File: config.mk
export PLATFORM = sky130hd
export DESIGN_NAME = ces_record
export DESIGN_NICKNAME = d
export VERILOG_FILES = /design/src/rtl/ces_pkg.sv /design/src/rtl/ces_ctr.sv /design/src/rtl/ces_syn.sv /design/src/rtl/ces_record.sv
export SDC_FILE = /design/constraint.sdc
export NUM_CORES = 1
export LEC_CHECK = 0
export BUFFER_PORTS_ARGS = -buffer_cell sky130_fd_sc_hd__buf_2
export CAP_MARGIN = 20
export CORE_ASPECT_RATIO = 0.6
export CORE_UTILIZATION = 45
export DETAILED_ROUTE_END_ITERATION = 7
export GPL_TIMING_DRIVEN = 0
export PLACE_DENSITY_LB_ADDON = 0.3
export REMOVE_ABC_BUFFERS = 1
export SLEW_MARGIN = 40
export SYNTH_ARGS = -nofsm -noshare
export SYNTH_HDL_FRONTEND = slang
export SYNTH_SLANG_ARGS = --single-unit
File: constraint.sdc
create_clock -name clk -period 5.3 [get_ports clk]
set_input_delay 1.06 -clock clk [delete_from_list [all_inputs] [get_ports clk]]
set_output_delay 1.06 -clock clk [all_outputs]
set_load 0.1 [all_outputs]
File: src/rtl/ces_pkg.sv
package ces_pkg;

    localparam int REC_W    = 64;
    localparam int CNT_W    = 7;
    localparam int WAY_W    = 4;
    localparam int UNIT_W   = 4;
    localparam int ARR_W    = 4;
    localparam int SUBA_W   = 2;
    localparam int BANK_W   = 2;
    localparam int SBANK_W  = 2;
    localparam int SYN_W    = WAY_W + UNIT_W + ARR_W + SUBA_W + BANK_W + SBANK_W;
    localparam int RSVD_HI_W = 16;
    localparam int RSVD_LO_W = REC_W - RSVD_HI_W - 2 * (CNT_W + 1) - SYN_W - 1;

    typedef struct packed {
        logic [WAY_W-1:0]   way;
        logic [UNIT_W-1:0]  unit;
        logic [ARR_W-1:0]   arr;
        logic [SUBA_W-1:0]  suba;
        logic [BANK_W-1:0]  bank;
        logic [SBANK_W-1:0] sbank;
    } syn_t;

    typedef struct packed {
        logic [RSVD_HI_W-1:0] rsvd_hi;
        logic                 ovf_oth;
        logic [CNT_W-1:0]     cnt_oth;
        logic                 ovf_rep;
        logic [CNT_W-1:0]     cnt_rep;
        syn_t                 syn;
        logic [RSVD_LO_W-1:0] rsvd_lo;
        logic                 recorded;
    } record_t;

    function automatic record_t build_record(
        input logic ovf_o, input logic [CNT_W-1:0] cnt_o,
        input logic ovf_r, input logic [CNT_W-1:0] cnt_r,
        input syn_t syn, input logic rec);
        record_t r;
        r.rsvd_hi  = '0;
        r.ovf_oth  = ovf_o;
        r.cnt_oth  = cnt_o;
        r.ovf_rep  = ovf_r;
        r.cnt_rep  = cnt_r;
        r.syn      = syn;
        r.rsvd_lo  = '0;
        r.recorded = rec;
        return r;
    endfunction

endpackage

File: src/rtl/ces_ctr.sv
module ces_ctr #(
    parameter int W = 7
) (
    input  logic         clk,
    input  logic         rst,
    input  logic         ld,
    input  logic [W-1:0] ld_cnt,
    input  logic         ld_ovf,
    input  logic         inc,
    output logic [W-1:0] cnt,
    output logic         ovf
);
    localparam logic [W-1:0] MAXV = '1;

    always_ff @(posedge clk) begin
        if (rst) begin
            cnt <= '0;
            ovf <= 1'b0;
        end else if (ld) begin
            cnt <= ld_cnt;
            ovf <= ld_ovf;
        end else if (inc) begin
            if (cnt == MAXV) begin
                cnt <= '0;
                ovf <= 1'b1;
            end else begin
                cnt <= cnt + 1'b1;
            end
        end
    end

    // increment from the top value wraps and flags
    a_r6_wrap: assert property (@(posedge clk) disable iff (rst)
        (inc && !ld && cnt == MAXV) |=> (cnt == '0 && ovf));

    // flag only falls through a load
    a_r7_sticky: assert property (@(posedge clk) disable iff (rst)
        (ovf && !ld) |=> ovf);

endmodule

File: src/rtl/ces_syn.sv
module ces_syn
    import ces_pkg::*;
(
    input  logic clk,
    input  logic rst,
    input  logic ld,
    input  syn_t ld_syn,
    input  logic ld_rec,
    input  logic ev,
    input  syn_t loc,
    output syn_t syn,
    output logic recorded,
    output logic inc_rep,
    output logic inc_oth
);
    logic hit;

    always_comb begin
        hit     = (loc == syn);
        inc_rep = ev && !ld && (!recorded || hit);
        inc_oth = ev && !ld && recorded && !hit;
    end

    always_ff @(posedge clk) begin
        if (rst) begin
            syn      <= '0;
            recorded <= 1'b0;
        end else if (ld) begin
            syn      <= ld_syn;
            recorded <= ld_rec;
        end else if (ev && !recorded) begin
            syn      <= loc;
            recorded <= 1'b1;
        end
    end

    // latched syndrome holds once recorded
    a_r5_syn_hold: assert property (@(posedge clk) disable iff (rst)
        (recorded && !ld) |=> (recorded && syn == $past(syn)));

    // first error latches its location
    a_r3_first_latch: assert property (@(posedge clk) disable iff (rst)
        (ev && !recorded && !ld) |=> (recorded && syn == $past(loc)));

endmodule

File: src/rtl/ces_record.sv
module ces_record
    import ces_pkg::*;
(
    input  logic             clk,
    input  logic             rst,
    input  logic             err_valid,
    input  logic [SYN_W-1:0] err_loc,
    input  logic             wr_en,
    input  logic [REC_W-1:0] wr_data,
    output logic [REC_W-1:0] rd_data,
    input  logic             irq_en,
    output logic             irq
);
    record_t         wr_rec;
    syn_t            syn;
    logic            recorded;
    logic            inc_rep;
    logic            inc_oth;
    logic [CNT_W-1:0] cnt_rep;
    logic [CNT_W-1:0] cnt_oth;
    logic            ovf_rep;
    logic            ovf_oth;

    assign wr_rec = record_t'(wr_data);

    ces_syn u_syn (
        .clk      (clk),
        .rst      (rst),
        .ld       (wr_en),
        .ld_syn   (wr_rec.syn),
        .ld_rec   (wr_rec.recorded),
        .ev       (err_valid),
        .loc      (syn_t'(err_loc)),
        .syn      (syn),
        .recorded (recorded),
        .inc_rep  (inc_rep),
        .inc_oth  (inc_oth)
    );

    ces_ctr #(.W(CNT_W)) u_rep (
        .clk    (clk),
        .rst    (rst),
        .ld     (wr_en),
        .ld_cnt (wr_rec.cnt_rep),
        .ld_ovf (wr_rec.ovf_rep),
        .inc    (inc_rep),
        .cnt    (cnt_rep),
        .ovf    (ovf_rep)
    );

    ces_ctr #(.W(CNT_W)) u_oth (
        .clk    (clk),
        .rst    (rst),
        .ld     (wr_en),
        .ld_cnt (wr_rec.cnt_oth),
        .ld_ovf (wr_rec.ovf_oth),
        .inc    (inc_oth),
        .cnt    (cnt_oth),
        .ovf    (ovf_oth)
    );

    assign rd_data = build_record(ovf_oth, cnt_oth, ovf_rep, cnt_rep, syn, recorded);

    always_ff @(posedge clk) begin
        if (rst) irq <= 1'b0;
        else     irq <= irq_en && (ovf_oth || ovf_rep);
    end

    // interrupt follows enable and flags one cycle later
    a_r10_irq_set: assert property (@(posedge clk) disable iff (rst)
        (irq_en && (rd_data[47] || rd_data[39])) |=> irq);
    a_r10_irq_clr: assert property (@(posedge clk) disable iff (rst)
        !(irq_en && (rd_data[47] || rd_data[39])) |=> !irq);

    // a write wins over a same-cycle error
    a_r9_wr_wins: assert property (@(posedge clk) disable iff (rst)
        wr_en |=> (rd_data[47:14] == $past(wr_data[47:14]) && rd_data[0] == $past(wr_data[0])));

endmodule

After elaboration in Yosys (flattened, before gate mapping)
Cells that the tools add are included.
Word-level totals
  register bits: 36
  input bits: 87
Operators by class
  $add $sub $neg: 2
  mux-type cells: 16
  reduce and logical (&&, ||, !) cells: 18
  eq/ne operators: 3
Operators with widths (number)
  two-way mux 7 bit: 6
  two-way mux 18 bit: 2
  equality test 18 bit: 1
  adder 7 x 1 -> 7 bit, second input constant: 2
  equality test 7 bit, second input constant: 2
  nonzero test 2 bit: 5
  two-way mux 1 bit: 8
  logical AND 1 bit: 6
  AND reduction 2 bit: 2
  zero test 1 bit: 3
  logical OR 1 bit: 2

Logic depth before layout (Yosys ltp)
Gate-level depths: netlist of run 1.
  depth after elaboration: 6
  gate-level depth with buffers: 7

Modules after synthesis
From an unflattened synthesis of run 1, not the netlist that was laid out.
Unflattened totals
  cells, all modules: 261
  area, all modules: 2349.8 um2
By module, submodules not included
  ces_syn: instances 1, area an instance 1161.1 um2, cells an instance 113
  ces_ctr: instances 2, area an instance 454.2 um2, cells an instance 56
  ces_record: instances 1, area an instance 280.3 um2, cells an instance 36

Worst setup path after synthesis of run 1
No wires, ideal clock.
  kind: input-to-reg
  start point: input port err_loc[1]
  end point: register u_rep.cnt[4]
  arrival time: 2.667 ns
  setup slack: 2.558 ns
  cell stages on the path: 7
  library setup time: 0.075 ns
  cell sequence: xor2_1 > nor4_1 > nand3_1 > o31a_1 > buf_6 > or4b_1 > a31oi_1
Between the ends
  longest elaborated chain between the ends: 4
RTL lines
  start, declared: line ces_record.sv:7  | input logic [SYN_W-1:0] err_loc,
  equality test 18 bit: line ces_syn.sv:19  | hit = (loc == syn);
  logical OR 1 bit: line ces_syn.sv:20  | inc_rep = ev && !ld && (!recorded || hit);
  logical AND 1 bit: line ces_syn.sv:20
  nonzero test 2 bit (no source line)
  end signal, assigned: line ces_ctr.sv:20  | cnt <= ld_cnt;
  end signal, assigned: line ces_ctr.sv:27  | cnt <= cnt + 1'b1;
  end, declared: line ces_ctr.sv:10  | output logic [W-1:0] cnt,
Every way passes these cells.
A chain may end at the register's enable or synchronous reset.

Worst setup path in the final report of run 1
Same ends and word-level chain as after synthesis.

==> flow_summary.json, run 1 <==
{
  "die_w_um": 93.13,
  "grt_max_degree": 56,
  "rrSetupSlack_ps": 2970,
  "drc_errors": 0,
  "synthesis.area_um2": 2242,
  "maxSlewViolCount": 0,
  "via_count": 2047,
  "slowest_stage": "or4b_1",
  "synth-seq-cells": 36,
  "die_y_um": 56.68,
  "cts_setup_buffers": 0,
  "p_comb_share_pct": 40.7,
  "antenna_left": 0,
  "ios": 152,
  "avgRoutedWirePerCell_um": 12.03,
  "rows": 19,
  "min_path_cells": 2,
  "start_util_pct": 47.88,
  "timing.fmax_mhz": 348.6,
  "layout.cells.non_filler": 426,
  "switching_power_mw": 0.4000,
  "clock_sinks": 36,
  "gp_congestion": 0.7913,
  "worst_pin_slew_ps": 722.9,
  "clock_skew_ps": 4.689,
  "p_per_area_nw_per_um2": 320.0,
  "switching_share_pct": 46.58,
  "dieArea_um2": 5278,
  "setup_viol": 0,
  "dp_hpwl_mm": 3.704,
  "rsz0062_at_grt": "no",
  "max_stage_delay_ps": 500,
  "fillers": 459,
  "syn_to_final_growth_pct": 19.70,
  "drive_gt1_share_pct": 28.37,
  "finalSetupTns_ps": 0,
  "crit_type": "in2reg",
  "reg2regPathDepth": 6,
  "htree_levels": 2,
  "cts_tree": "built",
  "placement.io_buffers": 93,
  "yosys_warnings": 0,
  "cap_viol_max_count": 0,
  "hold_end": "u_oth.cnt[1]",
  "antennaDiodeCount": 0,
  "grt_antenna_before_repair": 0,
  "start_kind": "input port",
  "leakage_nw": 1.352,
  "synth_seq_area_share_pct": 32.14,
  "layout_commonest_cell": "buf_2",
  "clockRootBuffer": "clkbuf_8",
  "grt_pass1_vias": 1758,
  "synthCells": 281,
  "end_kind": "flip-flop",
  "path_clk_slew_ps": 70,
  "fin_crit_ps": 2868,
  "grt_pass1_wl_mm": 8.086,
  "p_clk_share_pct": 23.5,
  "core_area_um2": 4683,
  "viasPerCell": 4.805,
  "postCtsHoldBufs": 0,
  "post_cts_resized": 0,
  "synthArstFlopShare_pct": 0,
  "layout_common_cells": "buf_2, nor2_1, dfxtp_1",
  "hold_viol_final": 0,
  "nNetsFinal": 451,
  "post-place-cells": 418,
  "synth-main-ff-cell": "dfxtp_1",
  "wirelength_mm": 5.126,
  "synth-edff-count": 0,
  "r2r-end": "u_rep.cnt[4]",
  "arrival_ps": 3070,
  "cp.required_ps": 5510,
  "drtIter0Drc": 73,
  "status": "finished clean",
  "ir_worst_vdd_v": 0.0001526,
  "p_int_mw": 0.4587,
  "dr.pass1.iters": 4,
  "syn_avg_cell_area_um2": 7.979,
  "seqPwrFrac_pct": 35.9,
  "gr-total-overflow": 0,
  "crit_path_max_fanout": 10,
  "grt_usage_pct": 19.46,
  "r2r-start": "u_syn.syn[1]",
  "min-delay-start": "u_oth.cnt[1]",
  "cts_buffers": 5,
  "synth_cell_types": 37,
  "slew_headroom_pct": 51.69,
  "finalCritPeriodShare_pct": 54.12,
  "clk_latency_ps": 280,
  "cts_buffer_depth": 2,
  "worstPathCellList": "buf_2, xor2_1, nor4_1, nand3_1, o31a_1, or4b_1, a31oi_1",
  "hp-class": "reg2reg"
}
[layout make-up]
type	count	area (um^2)	area share [%]
tap	63	78.83	2.937
multi-input combinational	222	1311	48.86
clock buffer	8	90.09	3.357
sequential	36	720.7	26.85
timing repair buffer	93	467.9	17.44
inverter	4	15.01	0.5594
[worst max-delay path, delay by kind of cell]
kind            cells  cell delay (ps)
simple gates        3             1160
compound gates      2              610
xor+xnor            1              130
buf+inv             1              110
[state kept, by name, summed over array words and instances (netlist names)]
| signal | flops |
|---|---|
| u_oth.ovf | 1 |
| irq | 1 |
| u_oth.cnt | 7 |
| u_syn.syn | 18 |
| u_rep.cnt | 7 |
| u_rep.ovf | 1 |
| u_syn.recorded | 1 |
[Yosys cell counts (2+ instances only)]
cell / instances / area, um^2
o211ai_1: 3 / 22.52
mux2i_1: 21 / 210.2
a311oi_1: 4 / 35.03
or4b_1: 2 / 20.02
o21ai_0: 9 / 45.04
buf_4: 32 / 240.2
a21oi_1: 21 / 105.1
nor2_1: 52 / 195.2
o211a_1: 2 / 20.02
nand2_1: 9 / 33.78
and2_1: 3 / 18.77
or3_1: 3 / 18.77
buf_1: 2 / 7.510
clkbuf_1: 11 / 41.29
nor3b_1: 2 / 15.01
and3_1: 7 / 43.79
nor4_1: 4 / 25.02
inv_1: 4 / 15.01
nand3_1: 10 / 50.05
a211oi_1: 2 / 15.01
nor3_1: 5 / 25.02
xor2_1: 19 / 166.4
xnor2_1: 2 / 17.52
a31oi_1: 3 / 18.77
dfxtp_1: 36 / 720.7
ha_1: 2 / 25.02
[metal layers]
metal | share of wire [%] | vias up | track usage, %
li1 | - | 1067 | -
met1 | 52 | 912 | 27.84
met2 | 40 | 66 | 28.78
met3 | 7.1 | 2 | 6.369
met4 | 0.39 | 0 | 3.297
met5 | 0 | - | 0
[power groups by stage]
stage | sequential (mW) | combinational [mW] | clock, mW
finish | 0.308 | 0.349 | 0.202
detailed placement | 0.314 | 0.349 | 0
global route | 0.311 | 0.366 | 0.221
CTS | 0.308 | 0.350 | 0.208
global placement | 0.313 | 0.347 | 0
floorplan | 0.445 | 0.152 | 0
[how the worst max path moves through the flow]
stage	from	endpoint	slack (ps)	cells past startpoint
6_report	err_loc[1]	u_rep.cnt[4]	2430	7
5_1_grt	err_loc[1]	u_oth.cnt[6]	2240	7
4_1_cts	err_loc[1]	u_rep.cnt[4]	2430	7
3_5_place_dp	err_loc[1]	u_rep.cnt[4]	2140	7
3_3_place_gp	err_loc[1]	u_oth.cnt[6]	1930	7
2_1_floorplan	err_loc[1]	u_oth.cnt[6]	2540	6
[kinds of logic (layout without fill, tap and decap cells)]
group                      after synthesis  in the layout  share of synthesized area (%)
buffers and inverters                   51            105                          14.29
other                                    1             29                         0.1673
muxes                                   22             22                          9.877
and+or+nand+nor                        100            100                          20.87
DFF                                     36             36                          32.14
adders and majority gates                2              2                          1.116
AOI/OAI and AO/OA                       48             48                          13.34
xor gates and xnor gates                21             21                          8.203
[metrics by stage]
| stage | power (mW) | instance area, um^2 | hold WS (ps) | util, % | setup slack, ps |
|---|---|---|---|---|---|
| after global routing | 0.8978 | 2684 | 537.7 | 57.31 | 2236 |
| after floorplan | 0.5968 | 2042 | 920.0 | - | 2536 |
| after CTS | 0.8658 | 2684 | 514.6 | 57.31 | 2429 |
| after global placement | 0.6596 | 2586 | 497.4 | 55.22 | 1930 |
| after detailed placement | 0.6632 | 2594 | 503.4 | 55.38 | 2137 |
| final | 0.8588 | 2684 | 514.3 | 57.31 | 2432 |
Note: power is estimated with default switching activity, not from simulation.
==> run 2: changes to the inputs <==
--- a/config.mk
+++ b/config.mk
@@ -5,10 +5,11 @@
 export SDC_FILE = /design/constraint.sdc
 export NUM_CORES = 1
 export LEC_CHECK = 0
+export ABC_AREA = 1
 export BUFFER_PORTS_ARGS = -buffer_cell sky130_fd_sc_hd__buf_2
 export CAP_MARGIN = 20
 export CORE_ASPECT_RATIO = 0.6
-export CORE_UTILIZATION = 45
+export CORE_UTILIZATION = 38
 export DETAILED_ROUTE_END_ITERATION = 7
 export GPL_TIMING_DRIVEN = 0
 export PLACE_DENSITY_LB_ADDON = 0.3
==> constraint.sdc (replaced) <==
create_clock -name clk -period 2.4 [get_ports clk]
set_input_delay 0.48 -clock clk [delete_from_list [all_inputs] [get_ports clk]]
set_output_delay 0.48 -clock clk [all_outputs]
set_load 0.1 [all_outputs]
==> flow_summary.json, run 2 <==
{
  "arrival_ps": 2100,
  "seqPwrFrac_pct": 35.5,
  "p_per_area_nw_per_um2": 686.1,
  "clock_skew_ps": 5.600,
  "cts_buffers": 5,
  "postCtsHoldBufs": 0,
  "worst_pin_slew_ps": 740.7,
  "max_stage_delay_ps": 610,
  "rows": 21,
  "yosys_warnings": 0,
  "antenna_left": 0,
  "wirelength_mm": 5.973,
  "switching_share_pct": 47.98,
  "grt_pass1_vias": 2058,
  "post_cts_resized": 0,
  "cp.required_ps": 2610,
  "crit_type": "in2reg",
  "worstPathCellList": "buf_4, inv_2, o21ai_1, o21ai_0, nand2_1, a21oi_1",
  "slowest_stage": "inv_2",
  "hold_viol_final": 0,
  "yosysTopAreaCellShare_pct": 31.14,
  "finish.utilization_pct": 48.78,
  "die_w_um": 102.8,
  "die_y_um": 62.46,
  "synthTopCellsByCount": "nand2_1, dfxtp_1, nand3_1",
  "cts_tree": "built",
  "slew_headroom_pct": 50.55,
  "clk_latency_ps": 280,
  "end_kind": "flip-flop",
  "avgRoutedWirePerCell_um": 11.71,
  "grt_usage_pct": 18.91,
  "nNetsFinal": 518,
  "crit_path_max_fanout": 41,
  "dr.pass1.iters": 4,
  "drc_errors": 0,
  "p_comb_share_pct": 40.5,
  "fin_crit_ps": 1895,
  "timing.fmax_mhz": 527.6,
  "status": "finished clean",
  "core_area_um2": 5728,
  "synth_cell_types": 27,
  "syn_avg_cell_area_um2": 6.690,
  "setup_viol": 0,
  "layout_common_cells": "nand2_1, buf_2, dfxtp_1",
  "start_kind": "input port",
  "htree_levels": 2,
  "top_register": "u_syn.syn",
  "dp_hpwl_mm": 4.255,
  "synthArstFlopShare_pct": 0,
  "synthesis.area_um2": 2315,
  "synth_seq_area_share_pct": 31.14,
  "grt_max_degree": 42,
  "synth_top_area_cell": "dfxtp_1",
  "maxSlewViolCount": 0,
  "rrSetupSlack_ps": 750,
  "clockRootBuffer": "clkbuf_8",
  "hp-class": "in2reg",
  "top_regs": "u_syn.syn x18, u_oth.cnt x7, u_rep.cnt x7",
  "synth-main-ff-cell": "dfxtp_1",
  "grt_antenna_before_repair": 0,
  "largest_reg_flops": 18,
  "drtIter0Drc": 70,
  "fillers": 646,
  "layout_commonest_cell": "nand2_1",
  "via_count": 2367,
  "p_int_mw": 0.9972,
  "yosysMostFrequentCell": "nand2_1",
  "cts_setup_buffers": 0,
  "cap_viol_max_count": 0,
  "synth-seq-cells": 36,
  "path_clk_slew_ps": 70,
  "ir_worst_vdd_v": 0.0002624,
  "ys_top_cells_by_area": "dfxtp_1, nand2_1, buf_4",
  "clock_sinks": 36,
  "start_util_pct": 40.41,
  "synth-edff-count": 0,
  "pre_cts_slack_ps": -29.34,
  "switching_power_mw": 0.9196,
  "placement.io_buffers": 93,
  "finalCritPeriodShare_pct": 78.98,
  "rsz0062_at_grt": "no",
  "drive_gt1_share_pct": 26.28,
  "synthCells": 346,
  "antennaDiodeCount": 0,
  "setup_ws_ps": 504.6,
  "viasPerCell": 4.641,
  "p_clk_share_pct": 24.0,
  "cts_buffer_depth": 2,
  "grt_pass1_wl_mm": 9.653,
  "dieArea_um2": 6418,
  "gp_congestion": 0.8410,
  "gr-total-overflow": 0,
  "syn_to_final_growth_pct": 20.70,
  "ios": 152,
  "leakage_nw": 1.406
}
-- run 2: kinds of logic after synthesis --
| group | Yosys count | share of synthesized area, % |
|---|---|---|
| AND/OR/NAND/NOR | 163 | 30.59 |
| other | 1 | 0.1620 |
| buffers and inverters | 71 | 17.03 |
| XOR/XNOR | 17 | 6.433 |
| flip-flops | 36 | 31.14 |
| AO/OA/AOI/OAI | 55 | 13.14 |
| multiplexers | 1 | 0.4324 |
| adder cells (fa/ha/maj) | 2 | 1.081 |
-- run 2: layout make-up --
type	instances	area [um^2]	share of cell area (%)
Multi-Input combinational cell	267	1315	47.07
Sequential cell	36	720.7	25.79
Timing Repair Buffer	93	467.9	16.75
Tap cell	80	100.1	3.583
Inverter	26	97.59	3.493
Clock buffer	6	82.58	2.956
Clock inverter	2	10.01	0.3583
-- run 2: worst max-delay path: cells and delay by family --
family / cells / cell delay (ps)
AOI/OAI and AO/OA: 3 / 660
and+or+nand+nor: 1 / 80
buffers and inverters: 2 / 870
-- run 2: final timing paths --
check                             startpoint      endpoint  depth (start not counted)
worst max-delay path                   wr_en  u_oth.cnt[5]                          6
worst min register to register     u_rep.ovf     u_rep.ovf                          2
worst min-delay path                  irq_en           irq                          3
worst max register to register  u_syn.syn[1]     u_oth.ovf                         11
-- run 2: stage by stage --
step                      std cells  power, mW  cell area (um^2)  hold WS, ps  setup TNS [ps]
after floorplan                 329      1.315              2123        549.1               0
after global placement          502      1.461              2689        465.8               0
after detailed placement        502      1.468              2689        475.8          -89.27
after CTS                       510      1.927              2781        426.1               0
after global routing            510      2.004              2794        426.2               0
final                           510      1.917              2794        431.3               0
-- run 2: power groups by stage --
stage,Clock [mW],Combinational (mW),Sequential (mW)
after floorplan,0,0.342,0.973
after global placement,0,0.769,0.691
after detailed placement,0,0.775,0.693
after CTS,0.471,0.777,0.679
after global routing,0.495,0.822,0.687
final,0.460,0.777,0.680
-- run 2: layer usage --
| metal | wire length, um | global-route usage, % | vias up |
|---|---|---|---|
| li1 | - | - | 1223 |
| met1 | 3007 | 27.92 | 1056 |
| met2 | 2514 | 27.75 | 86 |
| met3 | 435 | 5.257 | 2 |
| met4 | 15 | 2.641 | 0 |
| met5 | 0 | 0 | - |
==> run 3: changes to the inputs <==
==> constraint.sdc (replaced) <==
create_clock -name clk -period 1.5 [get_ports clk]
set_input_delay 0.3 -clock clk [delete_from_list [all_inputs] [get_ports clk]]
set_output_delay 0.3 -clock clk [all_outputs]
set_load 0.1 [all_outputs]
==> flow_summary.json, run 3 (synthesis gave the netlist of run 2 again) <==
{
  "dieArea_um2": 6418,
  "dr.pass1.iters": 4,
  "grt_max_degree": 42,
  "die_w_um": 102.8,
  "hold-worst-slack_ps": 254.7,
  "grt_antenna_before_repair": 0,
  "critical_path_buf_inv_count": 1,
  "leakage_nw": 1.475,
  "nNetsFinal": 529,
  "cts_buffers": 5,
  "gp_congestion": 0.8410,
  "cts_buffer_depth": 2,
  "worstPathCellList": "ha_2, nand2_1, inv_1, nand4_1, o21ai_4, o21ai_0, nand2_1, a21oi_1",
  "critPathTopFamily": "compound AO/OA/AOI/OAI gates",
  "crit_path_max_fanout": 5,
  "arrival_ps": 1630,
  "cap_viol_max_count": 0,
  "clockRootBuffer": "clkbuf_8",
  "setup_viol": 0,
  "antenna_left": 0,
  "htree_levels": 2,
  "top_register": "u_syn.syn",
  "clock_skew_ps": 5.720,
  "start_kind": "flip-flop",
  "slowest_stage": "dfxtp_4",
  "met1_length_mm": 3.109,
  "path_clk_slew_ps": 80,
  "finalCritPeriodShare_pct": 99.65,
  "ios": 152,
  "worst_pin_slew_ps": 682.2,
  "cp.required_ps": 1640,
  "rows": 21,
  "syn_to_final_growth_pct": 31.35,
  "drive_gt1_share_pct": 36.05,
  "cpMostUsedCell": "nand2_1",
  "die_y_um": 62.46,
  "slew_headroom_pct": 54.52,
  "layout.cells.non_filler": 521,
  "cts_tree": "built",
  "pre_cts_slack_ps": -749.3,
  "fillers": 614,
  "largest_reg_flops": 18,
  "wl_met2_mm": 2.695,
  "clock_sinks": 36,
  "timing.fmax_mhz": 669.0,
  "setup_ws_ps": 5.220,
  "start_util_pct": 40.41,
  "crit_type": "reg2reg",
  "post-place-cells": 502,
  "max_stage_delay_ps": 360,
  "core_area_um2": 5728,
  "layout_common_cells": "nand2_1, buf_2, nand3_1",
  "maxSlewViolCount": 0,
  "hp-class": "in2reg",
  "avgRoutedWirePerCell_um": 11.93,
  "drc_errors": 0,
  "dp_hpwl_mm": 4.255,
  "layout_commonest_cell": "nand2_1",
  "grt_usage_pct": 19.21,
  "met3_length_um": 393,
  "via_count": 2453,
  "p_per_area_nw_per_um2": 1033,
  "rsz0062_at_grt": "yes",
  "top_layer_used": "met4",
  "clk_latency_ps": 280,
  "ir_worst_vdd_v": 0.0004221,
  "wirelength_mm": 6.214,
  "grt_pass1_wl_mm": 9.798,
  "gr-total-overflow": 0,
  "hold_viol_final": 0,
  "top_regs": "u_syn.syn x18, u_oth.cnt x7, u_rep.cnt x7",
  "status": "finished clean",
  "fin_crit_ps": 1495,
  "end_kind": "flip-flop",
  "finish.utilization_pct": 53.08,
  "grt_pass1_vias": 2093,
  "placement.io_buffers": 93,
  "antennaDiodeCount": 0,
  "viasPerCell": 4.708,
  "drtIter0Drc": 46
}
run 3: final cells by class:
| type | instances | area, um^2 | area share [%] |
|---|---|---|---|
| Sequential cell | 36 | 747.0 | 24.57 |
| Timing Repair Buffer | 103 | 573.1 | 18.85 |
| Multi-Input combinational cell | 268 | 1428 | 46.95 |
| Tap cell | 80 | 100.1 | 3.292 |
| Clock inverter | 2 | 10.01 | 0.3292 |
| Clock buffer | 6 | 82.58 | 2.716 |
| Inverter | 26 | 100.1 | 3.292 |
run 3: through the flow:
stage	power, mW	setup TNS (ps)	area, um^2
after floorplan	2.104	-20180	2123
after global placement	2.337	-16020	2689
after detailed placement	2.348	-17440	2689
after CTS	3.098	-6.115	2838
after global routing	3.291	-1515	3040
final	3.142	0	3040
run 3: worst reg2reg max path, cell delays in order, from the launching register on:
cell	delay [ps]
dfxtp_4	360
ha_2	180
nand2_1	50
inv_1	90
nand4_1	180
o21ai_4	260
o21ai_0	100
nand2_1	70
a21oi_1	60
run 3: path summary, 6_finish.rpt:
path	from	to	slack (ps)	cells past startpoint
worst max-delay path	u_oth.cnt[0]	u_oth.cnt[3]	5	8
worst min-delay path	irq_en	irq	250	3
worst max register to register	u_oth.cnt[0]	u_oth.cnt[3]	5	8
worst min register to register	u_rep.ovf	u_rep.ovf	490	2
run 3: layer usage:
layer	up-vias	global-route usage (%)
met5	-	0
met4	0	2.641
met3	2	5.257
met2	78	28.33
met1	1124	28.33
li1	1249	-
run 3: timing repair:
| action | in CTS | in global routing |
|---|---|---|
| buffers inserted | 1 | 9 |
| gates cloned | 0 | 1 |
| hold buffers | 0 | 0 |
| resized for setup | 17 | 43 |
| pin swaps | 2 | 11 |
| endpoints found under the setup margin | 36 | 22 |
run 3: report_power, final:
part / internal (mW) / switching [mW]
clock: 0.367 / 0.362
sequential: 1.02 / 0.0673
combinational: 0.256 / 1.07
